## config.mk

```make
export PLATFORM = sky130hd
export DESIGN_NAME = lutc_cluster
export DESIGN_NICKNAME = d
export VERILOG_FILES = /design/src/rtl/lutc_pkg.sv /design/src/rtl/lutc_cfg_chain.sv /design/src/rtl/lutc_win_mux.sv /design/src/rtl/lutc_ble.sv /design/src/rtl/lutc_cluster.sv
export SDC_FILE = /design/constraint.sdc
export NUM_CORES = 1
export LEC_CHECK = 0
export ABC_AREA = 1
export BUFFER_PORTS_ARGS = -buffer_cell sky130_fd_sc_hd__buf_2
export CAP_MARGIN = 15
export CORE_ASPECT_RATIO = 1.4
export CORE_MARGIN = 5
export CORE_UTILIZATION = 29
export CTS_CLUSTER_DIAMETER = 60
export CTS_CLUSTER_SIZE = 16
export DETAILED_ROUTE_END_ITERATION = 12
export PLACE_DENSITY = 0.43
export SYNTH_ARGS = -nofsm -noshare
export SYNTH_HDL_FRONTEND = slang
export SYNTH_SLANG_ARGS = --single-unit
```

## constraint.sdc

```tcl
create_clock -name clk -period 2.13 [get_ports clk]
set_clock_uncertainty 0.15 [all_clocks]
set_input_delay 0.1065 -clock clk [delete_from_list [all_inputs] [get_ports clk]]
set_output_delay 0.1065 -clock clk [all_outputs]
set_load 0.1 [all_outputs]
```

## src/rtl/lutc_pkg.sv

```systemverilog
package lutc_pkg;

    // Select field width for a window of the given size.
    function automatic int sel_width(input int win);
        return (win > 1) ? $clog2(win) : 1;
    endfunction

    // Map a window position to a routing list index. Odd elements see the
    // list rotated by half its length, which evens out per-signal fanout.
    function automatic int list_pos(input int elem, input int pos, input int nsig);
        return (pos + (elem % 2) * (nsig / 2)) % nsig;
    endfunction

endpackage

```

## src/rtl/lutc_cfg_chain.sv

```systemverilog
module lutc_cfg_chain #(
    parameter int WIDTH = 58
) (
    input  logic             clk,
    input  logic             rst,
    input  logic             shift_en,
    input  logic             shift_in,
    output logic [WIDTH-1:0] cfg_bits
);

    typedef struct packed {
        logic [WIDTH-1:0] bits;
    } chain_t;

    chain_t st_d, st_q;

    always_comb begin
        st_d = st_q;
        if (rst) begin
            st_d.bits = '0;
        end else if (shift_en) begin
            st_d.bits = {st_q.bits[WIDTH-2:0], shift_in};
        end
    end

    always_ff @(posedge clk) begin
        st_q <= st_d;
    end

    assign cfg_bits = st_q.bits;

    // a new bit enters at the bottom and the rest move up by one
    p_shift_in_r1: assert property (@(posedge clk) disable iff (rst)
        shift_en |=> cfg_bits[0] == $past(shift_in));
    p_shift_move_r1: assert property (@(posedge clk) disable iff (rst)
        shift_en |=> cfg_bits[WIDTH-1:1] == $past(cfg_bits[WIDTH-2:0]));
    // with shifting off, the chain keeps its contents
    p_hold_r1: assert property (@(posedge clk) disable iff (rst)
        !shift_en |=> $stable(cfg_bits));

endmodule

```

## src/rtl/lutc_win_mux.sv

```systemverilog
module lutc_win_mux #(
    parameter  int NSIG = 8,
    parameter  int WIN  = 5,
    parameter  int ELEM = 0,
    parameter  int POS  = 0,
    localparam int SW   = lutc_pkg::sel_width(WIN)
) (
    input  logic [NSIG-1:0] sig,
    input  logic [SW-1:0]   sel,
    output logic            y
);

    logic [WIN-1:0] win;
    logic           unused_sig;

    // Each leg of the window is a fixed wire chosen at elaboration time.
    for (genvar s = 0; s < WIN; s++) begin : g_leg
        assign win[s] = sig[lutc_pkg::list_pos(ELEM, POS + s, NSIG)];
    end

    // Legs outside the window are simply not wired.
    assign unused_sig = ^sig;

    // Codes past the last leg fall through to 0.
    always_comb begin
        y = 1'b0;
        for (int s = 0; s < WIN; s++) begin
            if (int'(sel) == s) begin
                y = win[s];
            end
        end
    end

endmodule

```

## src/rtl/lutc_ble.sv

```systemverilog
module lutc_ble #(
    parameter  int K    = 4,
    parameter  int NSIG = 8,
    parameter  int WIN  = 5,
    parameter  int ELEM = 0,
    localparam int SW   = lutc_pkg::sel_width(WIN),
    localparam int TW   = 1 << K,
    localparam int EB   = TW + K * SW + 1
) (
    input  logic            clk,
    input  logic            rst,
    input  logic            cfg_en,
    input  logic [NSIG-1:0] sig,
    input  logic [EB-1:0]   cfg,
    output logic            elem_y,
    output logic            reg_q
);

    localparam int SEL_LO   = TW;
    localparam int OSEL_BIT = EB - 1;

    typedef struct packed {
        logic ff;
    } elem_st_t;

    elem_st_t       st_d, st_q;
    logic [TW-1:0]  truth;
    logic [K-1:0]   tbl_in;
    logic           lut_y;
    logic           osel;

    assign truth = cfg[TW-1:0];
    assign osel  = cfg[OSEL_BIT];

    for (genvar j = 0; j < K; j++) begin : g_in
        lutc_win_mux #(
            .NSIG (NSIG),
            .WIN  (WIN),
            .ELEM (ELEM),
            .POS  (j)
        ) u_mux (
            .sig (sig),
            .sel (cfg[SEL_LO + j*SW +: SW]),
            .y   (tbl_in[j])
        );
    end

    // The table inputs act as the select lines of a 2^K:1 mux over the truth bits.
    assign lut_y = truth[tbl_in];

    always_comb begin
        st_d = st_q;
        if (rst || cfg_en) begin
            st_d.ff = 1'b0;
        end else begin
            st_d.ff = lut_y;
        end
    end

    always_ff @(posedge clk) begin
        st_q <= st_d;
    end

    assign reg_q  = st_q.ff;
    assign elem_y = cfg_en ? 1'b0 : (osel ? st_q.ff : lut_y);

    // programming clears the register
    p_reg_clear_r8: assert property (@(posedge clk) disable iff (rst)
        cfg_en |=> reg_q == 1'b0);
    // the registered path shows last cycle's table value
    p_reg_latency_r9: assert property (@(posedge clk) disable iff (rst)
        (osel && !cfg_en && $past(!cfg_en && !rst)) |-> elem_y == $past(lut_y));
    // a zero select on the first table input reaches the window base
    p_win_base_r5: assert property (@(posedge clk) disable iff (rst)
        (cfg[SEL_LO +: SW] == '0) |-> tbl_in[0] == sig[lutc_pkg::list_pos(ELEM, 0, NSIG)]);

endmodule

```

## src/rtl/lutc_cluster.sv

```systemverilog
module lutc_cluster #(
    parameter int NUM_IN   = 6,
    parameter int NUM_ELEM = 2,
    parameter int LUT_K    = 4
) (
    input  logic                clk,
    input  logic                rst,
    input  logic                cfg_en,
    input  logic                cfg_din,
    input  logic [NUM_IN-1:0]   clu_in,
    output logic [NUM_ELEM-1:0] elem_out
);

    localparam int NSIG = NUM_IN + NUM_ELEM;
    localparam int WIN  = NSIG - LUT_K + 1;
    localparam int SW   = lutc_pkg::sel_width(WIN);
    localparam int EB   = (1 << LUT_K) + LUT_K * SW + 1;
    localparam int TOT  = NUM_ELEM * EB;

    logic [TOT-1:0]      cfg_all;
    logic [NUM_ELEM-1:0] fb_q;
    logic [NSIG-1:0]     sig;

    // Routing list: cluster inputs first, then the element registers.
    assign sig = {fb_q, clu_in};

    lutc_cfg_chain #(
        .WIDTH (TOT)
    ) u_chain (
        .clk      (clk),
        .rst      (rst),
        .shift_en (cfg_en),
        .shift_in (cfg_din),
        .cfg_bits (cfg_all)
    );

    for (genvar e = 0; e < NUM_ELEM; e++) begin : g_ble
        lutc_ble #(
            .K    (LUT_K),
            .NSIG (NSIG),
            .WIN  (WIN),
            .ELEM (e)
        ) u_ble (
            .clk    (clk),
            .rst    (rst),
            .cfg_en (cfg_en),
            .sig    (sig),
            .cfg    (cfg_all[e*EB +: EB]),
            .elem_y (elem_out[e]),
            .reg_q  (fb_q[e])
        );
    end

    // outputs stay quiet throughout programming
    p_out_quiet_r8: assert property (@(posedge clk) disable iff (rst)
        cfg_en |-> elem_out == '0);
    // the cycle after reset, the cleared chain gives all-zero outputs
    p_reset_zero_r10: assert property (@(posedge clk)
        $past(rst) && rst |-> elem_out == '0);

endmodule

```

==> impl_metrics.ini, run 1 <==
[grt]
grt_remaining_overflow = 0
grt_pass1_wl_mm = 12.41
grt_use_total_pct = 13.50
grt_max_degree = 60
antenna_found_initial = 0
grt_pass1_vias = 2588

[synthesis]
synth_fa_ha_area_share_pct = 0
yosysWarnings = 0
synth-simple-area-share_pct = 33.76
synth_compound_area_share_pct = 16.75
ys_seq_elements = 60
synth_top_family_by_area = simple AND/OR/NAND/NOR gates
synthDistinctLibCells = 22
ys_async_sr_fraction_pct = 0
synth-edff-count = 0
yosys_most_used_dff = dfxtp_1
synth_area_um2 = 2839
syn_area_per_cell_um2 = 6.907
yosysSeqAreaShare_pct = 42.31
syn_inst = 411
synth-xor-area-share_pct = 0
synthMuxAreaShare_pct = 0
synth_area_leader_cell = dfxtp_1
netlist.area_leader.share_pct = 42.31
synthTopCellsByArea = dfxtp_1 (42%), nor2_1 (11%), o21ai_0 (11%)
syn_nets = 421

[power_and_ir_drop]
switching_share_pct = 27.95
combPwrFrac_pct = 17.6
peakVddDrop_uv = 307.0
power.leakage_nw = 1.506
p_sw_mw = 0.9586
powerDensity_nw_per_um2 = 943.0
clkPwrFrac_pct = 45.4
p_int_mw = 2.471
seqPwrFrac_pct = 36.9

[layout]
syn2layout_area_growth_pct = 28.12
fillers = 1010
regArea_um2 = 1221
finalNonFillerCells = 564
layout-drive-gt1-share_pct = 25.23
multi_input_area_um2 = 1628
nets = 437
fin_util_pct = 38.24
n_antenna_cell = 0

[timing]
setup_viol = 0
rsz0062_at_grt = true
period_needed_ns = 2.094
worst_slack_ns = 0.03561
whs_ns = 0.06505
worstMarginPinSlew_ns = 0.5319
finalCritPeriodShare_pct = 98.33
timing.fmax_ghz = 0.4775
finalHoldViolCount = 0
final_max_slew_viol_count = 0
slew_headroom_pct = 64.54

[setup_path]
crit_arrival_ns = 1.84
critPathBufInv = 2
crit_path_frequent_cell = nand3_1
path_class = flop to output pin
reg2reg_slack_ns = 0.58
cp_max_fo = 8
cp_top_family = simple AND/OR/NAND/NOR gates
critical_path.startpoint_type = flop
cp_slowest_cell = dfxtp_4
critPathCaptureType = output pin
critPathRequiredTime_ns = 1.87
crit_chain = inv_4, nand2_2, nand3_2, nand2_4, nand2_8, nand2_8, nand2_1, nand3_1, nand3_1, nand3_2, nand3_1, nand2_2, buf_12
max_stage_delay_ns = 0.36

[cts]
cts_inserted_buffers = 9
cts-root-buf = clkbuf_16
htreeDepth = 3
clk_pin_slew_worst_paths_ns = 0.05
clk_latency_ns = 0.33
clk_path_buf_depth = 2
cts_sinks = 60
cts_tree = done

[routing]
num_vias = 2732
ant_nets = 0
met3_wirelength_um = 250
dr.max_layer_used = met4
drc = 0
drt_iter0_drc = 141
wire_per_inst_um = 13.51
wl_met2_mm = 3.564
wl_mm = 7.617
drt-met1-wl_mm = 3.475
vias_per_cell = 4.844
drtPass1Iterations = 4

[floorplanning]
row_count = 42
die_w_um = 93.62
start_util_pct = 29.85
die_area_um2 = 11900
io_pins = 12
chipHeight_um = 127.1
fp.coreArea_um2 = 9512

[placed_design]
gp_congestion = 0.7681
dp_slack_ns = 0.1729
dp_hpwl_mm = 4.966
portBuffers = 11
dp.cells = 539

[hold_path]
hold_class = primary input to flop

[run]
maxCapViolations = 0

[outcome]
status = finished, final reports clean
## worst paths after layout
| kind | from | depth (start not counted) | to |
|---|---|---|---|
| worst max register to register | u_chain.cfg_bits[17] | 12 | g_ble[0].u_ble.reg_q |
| worst min-delay path | cfg_en | 2 | u_chain.cfg_bits[19] |
| worst max-delay path | u_chain.cfg_bits[17] | 13 | elem_out[0] |
| worst min register to register | u_chain.cfg_bits[50] | 2 | u_chain.cfg_bits[51] |
## per-layer routing
layer / global-route usage (%) / up-vias
li1: - / 1397
met1: 16.07 / 1271
met2: 21.48 / 46
met3: 2.647 / 18
met4: 9.694 / 0
met5: 0 / -
## cell usage after synthesis (3+ instances only)
library cell  count
nor2_1           83
dfxtp_1          60
o21ai_0          60
nand2_1          51
nand3_1          48
a21oi_1          28
inv_1            23
clkbuf_1         16
nand3_2           9
inv_2             8
nand2_2           5
nand2_4           4
o211ai_1          3
## logic make-up after synthesis
logic type             Yosys count
AOI/OAI and AO/OA               93
buffers and inverters           52
DFF                             60
and+or+nand+nor                206
## cells in the final DEF (no fill, tap or decap), drive strengths merged, types with 3 or more instances in the layout
cell type,instances
o211ai,3
o21ai,60
dfxtp,60
nand3,57
nor2,84
nand4,4
buf,22
clkbuf,11
clkinv,4
inv,31
nand2,62
a21oi,28
## area by class of cell
cell class | instances | area share [%]
multi-input combinational | 301 | 44.75
sequential | 60 | 33.57
clock buffer | 11 | 6.674
timing repair buffer | 23 | 4.885
tap | 132 | 4.541
inverter | 32 | 3.509
clock inverter | 5 | 2.064
## power groups by stage
stage                     logic [mW]  registers (mW)  clock network (mW)
after detailed placement       0.506            1.29                   0
after floorplan                0.388            1.27                   0
after global routing           0.670            1.28                1.65
after global placement         0.500            1.29                   0
final                          0.605            1.27                1.56
after CTS                      0.533            1.26                1.60
## stage by stage
stage           TNS, ns  instance area (um^2)  power [mW]
2_1_floorplan         0                  2839       1.653
3_3_place_gp          0                  3043       1.786
3_5_place_dp          0                  3043       1.792
4_1_cts        -0.01925                  3450       3.396
5_1_grt         -0.1456                  3637       3.596
6_report              0                  3637       3.430
## registers in the layout, indices dropped and copies added, names as in the netlist
name / count
g_ble.u_ble.reg_q: 2
u_chain.cfg_bits: 58
## repair_timing
item,in CTS,in global routing
endpoints found under the setup margin,2,2
pin swaps,10,14
cloned,1,1
hold buffers,1,0
buffers inserted,2,4
gates resized for setup,20,37
hold endpoints to repair,1,0
(Power assumes the default switching activity.)
==> inputs of run 2 (changes only) <==
- CORE_MARGIN: 5 -> unset
- RECOVER_POWER: unset -> 100
==> impl_metrics.ini, run 2 (same netlist as run 1, synthesis figures left out) <==
[cts]
clk_path_buf_depth = 2
cts-root-buf = clkbuf_16
clk_latency_ns = 0.33
cts_sinks = 60
cts_inserted_buffers = 9
htreeDepth = 3
cts_tree = done
clk_pin_slew_worst_paths_ns = 0.05

[power_and_ir_drop]
p_sw_mw = 0.9468
peakVddDrop_uv = 351.6
switching_share_pct = 29.19
p_int_mw = 2.297
powerDensity_nw_per_um2 = 894.2
combPwrFrac_pct = 19.4
clkPwrFrac_pct = 41.5
power.leakage_nw = 1.507
seqPwrFrac_pct = 39.1

[floorplanning]
die_area_um2 = 10190
start_util_pct = 30.01
io_pins = 12
chipHeight_um = 119.1
row_count = 42
fp.coreArea_um2 = 9459
die_w_um = 85.62

[setup_path]
r2r-start = u_chain.cfg_bits[17]
timing.rr.end = g_ble[0].u_ble.reg_q
path_class = flop to output pin
critPathCaptureType = output pin
critical_path.endpoint = elem_out[1]
critPathLaunch = g_ble[1].u_ble.reg_q
crit_arrival_ns = 1.85
ff2ff_path_depth = 13
reg2reg_slack_ns = 0.47
critPathRequiredTime_ns = 1.87
critical_path.startpoint_type = flop
cp_max_fo = 3

[layout]
largest_reg_flops = 58
layout_commonest_cell = nor2_1
fillers = 989
multi_input_area_um2 = 1669
fin_util_pct = 38.35
syn2layout_area_growth_pct = 27.77
layout-drive-gt1-share_pct = 28.21
nets = 436
regArea_um2 = 1222
n_antenna_cell = 0
layout_common_cells = nor2_1 (81), o21ai_0 (60), dfxtp_1 (51)

[hold_path]
hold_class = primary input to flop

[grt]
grt_remaining_overflow = 0
antenna_found_initial = 0
grt_pass1_wl_mm = 13.03
grt_use_total_pct = 16.47
grt_pass1_vias = 2706
grt_max_degree = 69

[timing]
worstMarginPinSlew_ns = 1.036
rsz0062_at_grt = true
timing.fmax_ghz = 0.4753
finalHoldViolCount = 0
whs_ns = 0.1369
setup_tns_ns = 0
slew_headroom_pct = 30.96
final_max_slew_viol_count = 0
finalCritPeriodShare_pct = 98.78
period_needed_ns = 2.104
setup_viol = 0

[routing]
drc = 0
drtPass1Iterations = 4
wl_mm = 7.740
drt_iter0_drc = 131
wire_per_inst_um = 14.36
ant_nets = 0
vias_per_cell = 5.072
num_vias = 2734

[placed_design]
gp_congestion = 0.7932
dp_hpwl_mm = 4.879
portBuffers = 11

[run]
maxCapViolations = 0

[outcome]
status = finished, final reports clean
run 2: cell count changes in the layout (fill, tap and decap cells not counted), sizes merged:
cell	before	now
buf	22	20
bufinv	2	0
clkinv	4	3
clkbuf	11	13
run 2: per-layer routing:
| layer | global-route usage, % | vias up | wire length [um] |
|---|---|---|---|
| met1 | 19.52 | 1290 | 3464 |
| met3 | 3.188 | 16 | 191 |
| met2 | 27.10 | 36 | 3795 |
| met4 | 10.10 | 0 | 287 |
| met5 | 0 | - | 0 |
| li1 | - | 1392 | - |
run 2: worst max-delay path: stages (launching register included):
cell and delay (ns):
dfxtp_4 0.34, buf_4 0.13, o211ai_1 0.15, a21oi_1 0.08, a31oi_1 0.29, inv_1 0.10
nand3_2 0.10, nand3_2 0.08, nand2_2 0.08, buf_12 0.17
run 2: per-stage QoR:
stage               std cells  instance area [um^2]  total power [mW]  setup slack (ns)
global placement          515                  3025             1.792            0.2412
floorplan                 411                  2839             1.653            0.4220
global route              539                  3627             3.413          -0.06960
CTS                       536                  3431             3.197          0.001892
finish                    539                  3627             3.244           0.02606
detailed placement        515                  3025             1.795            0.2342
run 2: area by class of cell:
class	count	area share, %
multi-input combinational	301	46.02
sequential	60	33.70
clock buffer	12	7.347
timing repair buffer	22	5.416
tap	110	3.794
inverter	32	3.449
clock inverter	2	0.2760
run 2: timing repair:
item                                   CTS  global route
setup buffers                            5             2
resized for setup                       26            45
endpoints found under the hold margin    1             0
gates cloned                             1             1
pin swaps                                6            14
setup endpoints to repair                2             2
hold buffers                             1             0
run 2: worst min-delay path by stage:
stage                            to  cells past startpoint  slack (ns)     from
4_1_cts        u_chain.cfg_bits[21]                      3        0.13   cfg_en
3_5_place_dp    u_chain.cfg_bits[0]                      3        0.21  cfg_din
2_1_floorplan   u_chain.cfg_bits[0]                      2        0.09  cfg_din
5_1_grt        u_chain.cfg_bits[19]                      3        0.16   cfg_en
6_report       u_chain.cfg_bits[26]                      3        0.14   cfg_en
3_3_place_gp    u_chain.cfg_bits[0]                      3        0.19  cfg_din
run 2: power by group through the flow:
stage / Sequential [mW] / Combinational (mW) / Clock (mW)
3_3_place_gp: 1.29 / 0.506 / 0
2_1_floorplan: 1.27 / 0.388 / 0
3_5_place_dp: 1.29 / 0.508 / 0
4_1_cts: 1.27 / 0.551 / 1.38
6_report: 1.27 / 0.630 / 1.35
5_1_grt: 1.28 / 0.700 / 1.43
==> inputs of run 3 (changes only) <==
- CORE_UTILIZATION: 29 -> 35
- PLACE_DENSITY: 0.43 -> 0.49
==> impl_metrics.ini, run 3 (same netlist as run 1, synthesis figures left out) <==
[setup_path]
critPathCaptureType = output pin
crit_arrival_ns = 1.86
cp_slowest_cell = dfxtp_4
path_class = flop to output pin
critPathRequiredTime_ns = 1.87
critPathBufInv = 2
critical_path.startpoint_type = flop
cp_max_fo = 8
max_stage_delay_ns = 0.37
crit_chain = inv_4, nand2_2, nand3_2, nand2_4, nand2_4, nand2_4, nand2_1, nand3_1, nand3_1, nand3_2, nand3_2, nand2_2, buf_12
cp_top_family = simple AND/OR/NAND/NOR gates

[power_and_ir_drop]
power.leakage_nw = 1.466
powerDensity_nw_per_um2 = 821.9
p_total_mw = 2.859
peakVddDrop_uv = 303.5

[routing]
wl_mm = 7.479
drc = 0
wire_per_inst_um = 13.98
drt_iter0_drc = 70
drtPass1Iterations = 4
vias_per_cell = 5.060
ant_nets = 0
num_vias = 2707

[placed_design]
gp_congestion = 0.8686
dp_hpwl_mm = 4.714
portBuffers = 11

[layout]
nets = 440
multi_input_area_um2 = 1600
fillers = 842
largest_reg_flops = 58
syn2layout_area_growth_pct = 22.52
n_antenna_cell = 0
layout-drive-gt1-share_pct = 26.44
layout_commonest_cell = nor2_1
regArea_um2 = 1220
layout_common_cells = nor2_1 (82), o21ai_0 (59), dfxtp_1 (49)

[run]
maxCapViolations = 0

[grt]
grt_pass1_vias = 2530
grt_pass1_wl_mm = 12.25
grt_max_degree = 60
grt_use_total_pct = 18.82
grt_remaining_overflow = 0
antenna_found_initial = 0

[cts]
cts_inserted_buffers = 9
cts_tree = done
clk_latency_ns = 0.34
htreeDepth = 3
cts-root-buf = clkbuf_8
clk_path_buf_depth = 2
clk_pin_slew_worst_paths_ns = 0.06
cts_sinks = 60

[timing]
slew_headroom_pct = 34.04
finalHoldViolCount = 0
finalCritPeriodShare_pct = 99.51
whs_ns = 0.03612
worstMarginPinSlew_ns = 0.9893
timing.fmax_ghz = 0.4718
rsz0062_at_grt = true
setup_viol = 0
period_needed_ns = 2.120
final_max_slew_viol_count = 0

[floorplanning]
row_count = 38
die_w_um = 78.12
io_pins = 12
chipHeight_um = 108.6
fp.coreArea_um2 = 7797
die_area_um2 = 8481
start_util_pct = 36.41

[hold_path]
hold_class = primary input to flop

[outcome]
status = finished, final reports clean
-- run 3: cell count changes in the layout (fill, tap and decap cells not counted), moves of 4 or more --
| cell | change |
|---|---|
| nand3_1 | +6 |
| clkbuf_16 | -9 |
| dfxtp_2 | +4 |
| nand2_2 | -5 |
| nand3_2 | -6 |
| nand2_1 | +6 |
| clkbuf_8 | +6 |
| buf_4 | +5 |
-- run 3: area by class of cell --
cell class / instances / share of cell area [%]
repair buffers: 26 / 6.403
clock buffers: 10 / 3.669
multi-input cells: 301 / 46.01
well taps: 100 / 3.597
flip-flops and latches: 60 / 35.07
clock inverters: 6 / 1.583
inverters: 32 / 3.669
-- run 3: path summary, 6_finish.rpt --
| kind | startpoint | to | slack, ns | cells after the start |
|---|---|---|---|---|
| setup / recovery | u_chain.cfg_bits[17] | elem_out[0] | 0.01 | 13 |
| hold / removal | cfg_en | u_chain.cfg_bits[17] | 0.04 | 2 |
| setup reg to reg | u_chain.cfg_bits[46] | g_ble[1].u_ble.reg_q | 0.11 | 16 |
| hold reg to reg | u_chain.cfg_bits[6] | u_chain.cfg_bits[7] | 0.36 | 2 |
-- run 3: power by group --
group / switching, mW / internal (mW) / leakage [nW]
Clock: 0.446 / 0.530 / 0.0996
Combinational: 0.380 / 0.236 / 0.866
Sequential: 0.0688 / 1.20 / 0.500
-- run 3: routing by layer --
metal	track usage (%)	share of wire, %
met5	0	0
met4	10.71	2.5
met3	3.460	1.9
met2	31.14	48
met1	22.79	47
-- run 3: timing repair --
| action | 4_1_cts | 5_1_grt |
|---|---|---|
| cloned | 1 | 1 |
| gates resized for setup | 25 | 31 |
| buffers inserted | 6 | 5 |
| pin swaps | 8 | 18 |
| hold buffers | 1 | 0 |
| hold endpoints to repair | 1 | 0 |
| setup endpoints to repair | 2 | 3 |
-- run 3: through the flow --
stage / setup WS [ns] / cell area, um^2 / std cells / setup TNS, ns / util, %
2_1_floorplan: 0.4220 / 2839 / 411 / 0 / -
3_3_place_gp: 0.2563 / 3013 / 505 / 0 / 38.64
3_5_place_dp: 0.2306 / 3013 / 505 / 0 / 38.64
4_1_cts: -0.01075 / 3328 / 529 / -0.01162 / 42.68
5_1_grt: -0.1056 / 3478 / 535 / -0.2126 / 44.61
6_report: 0.01040 / 3478 / 535 / 0 / 44.61
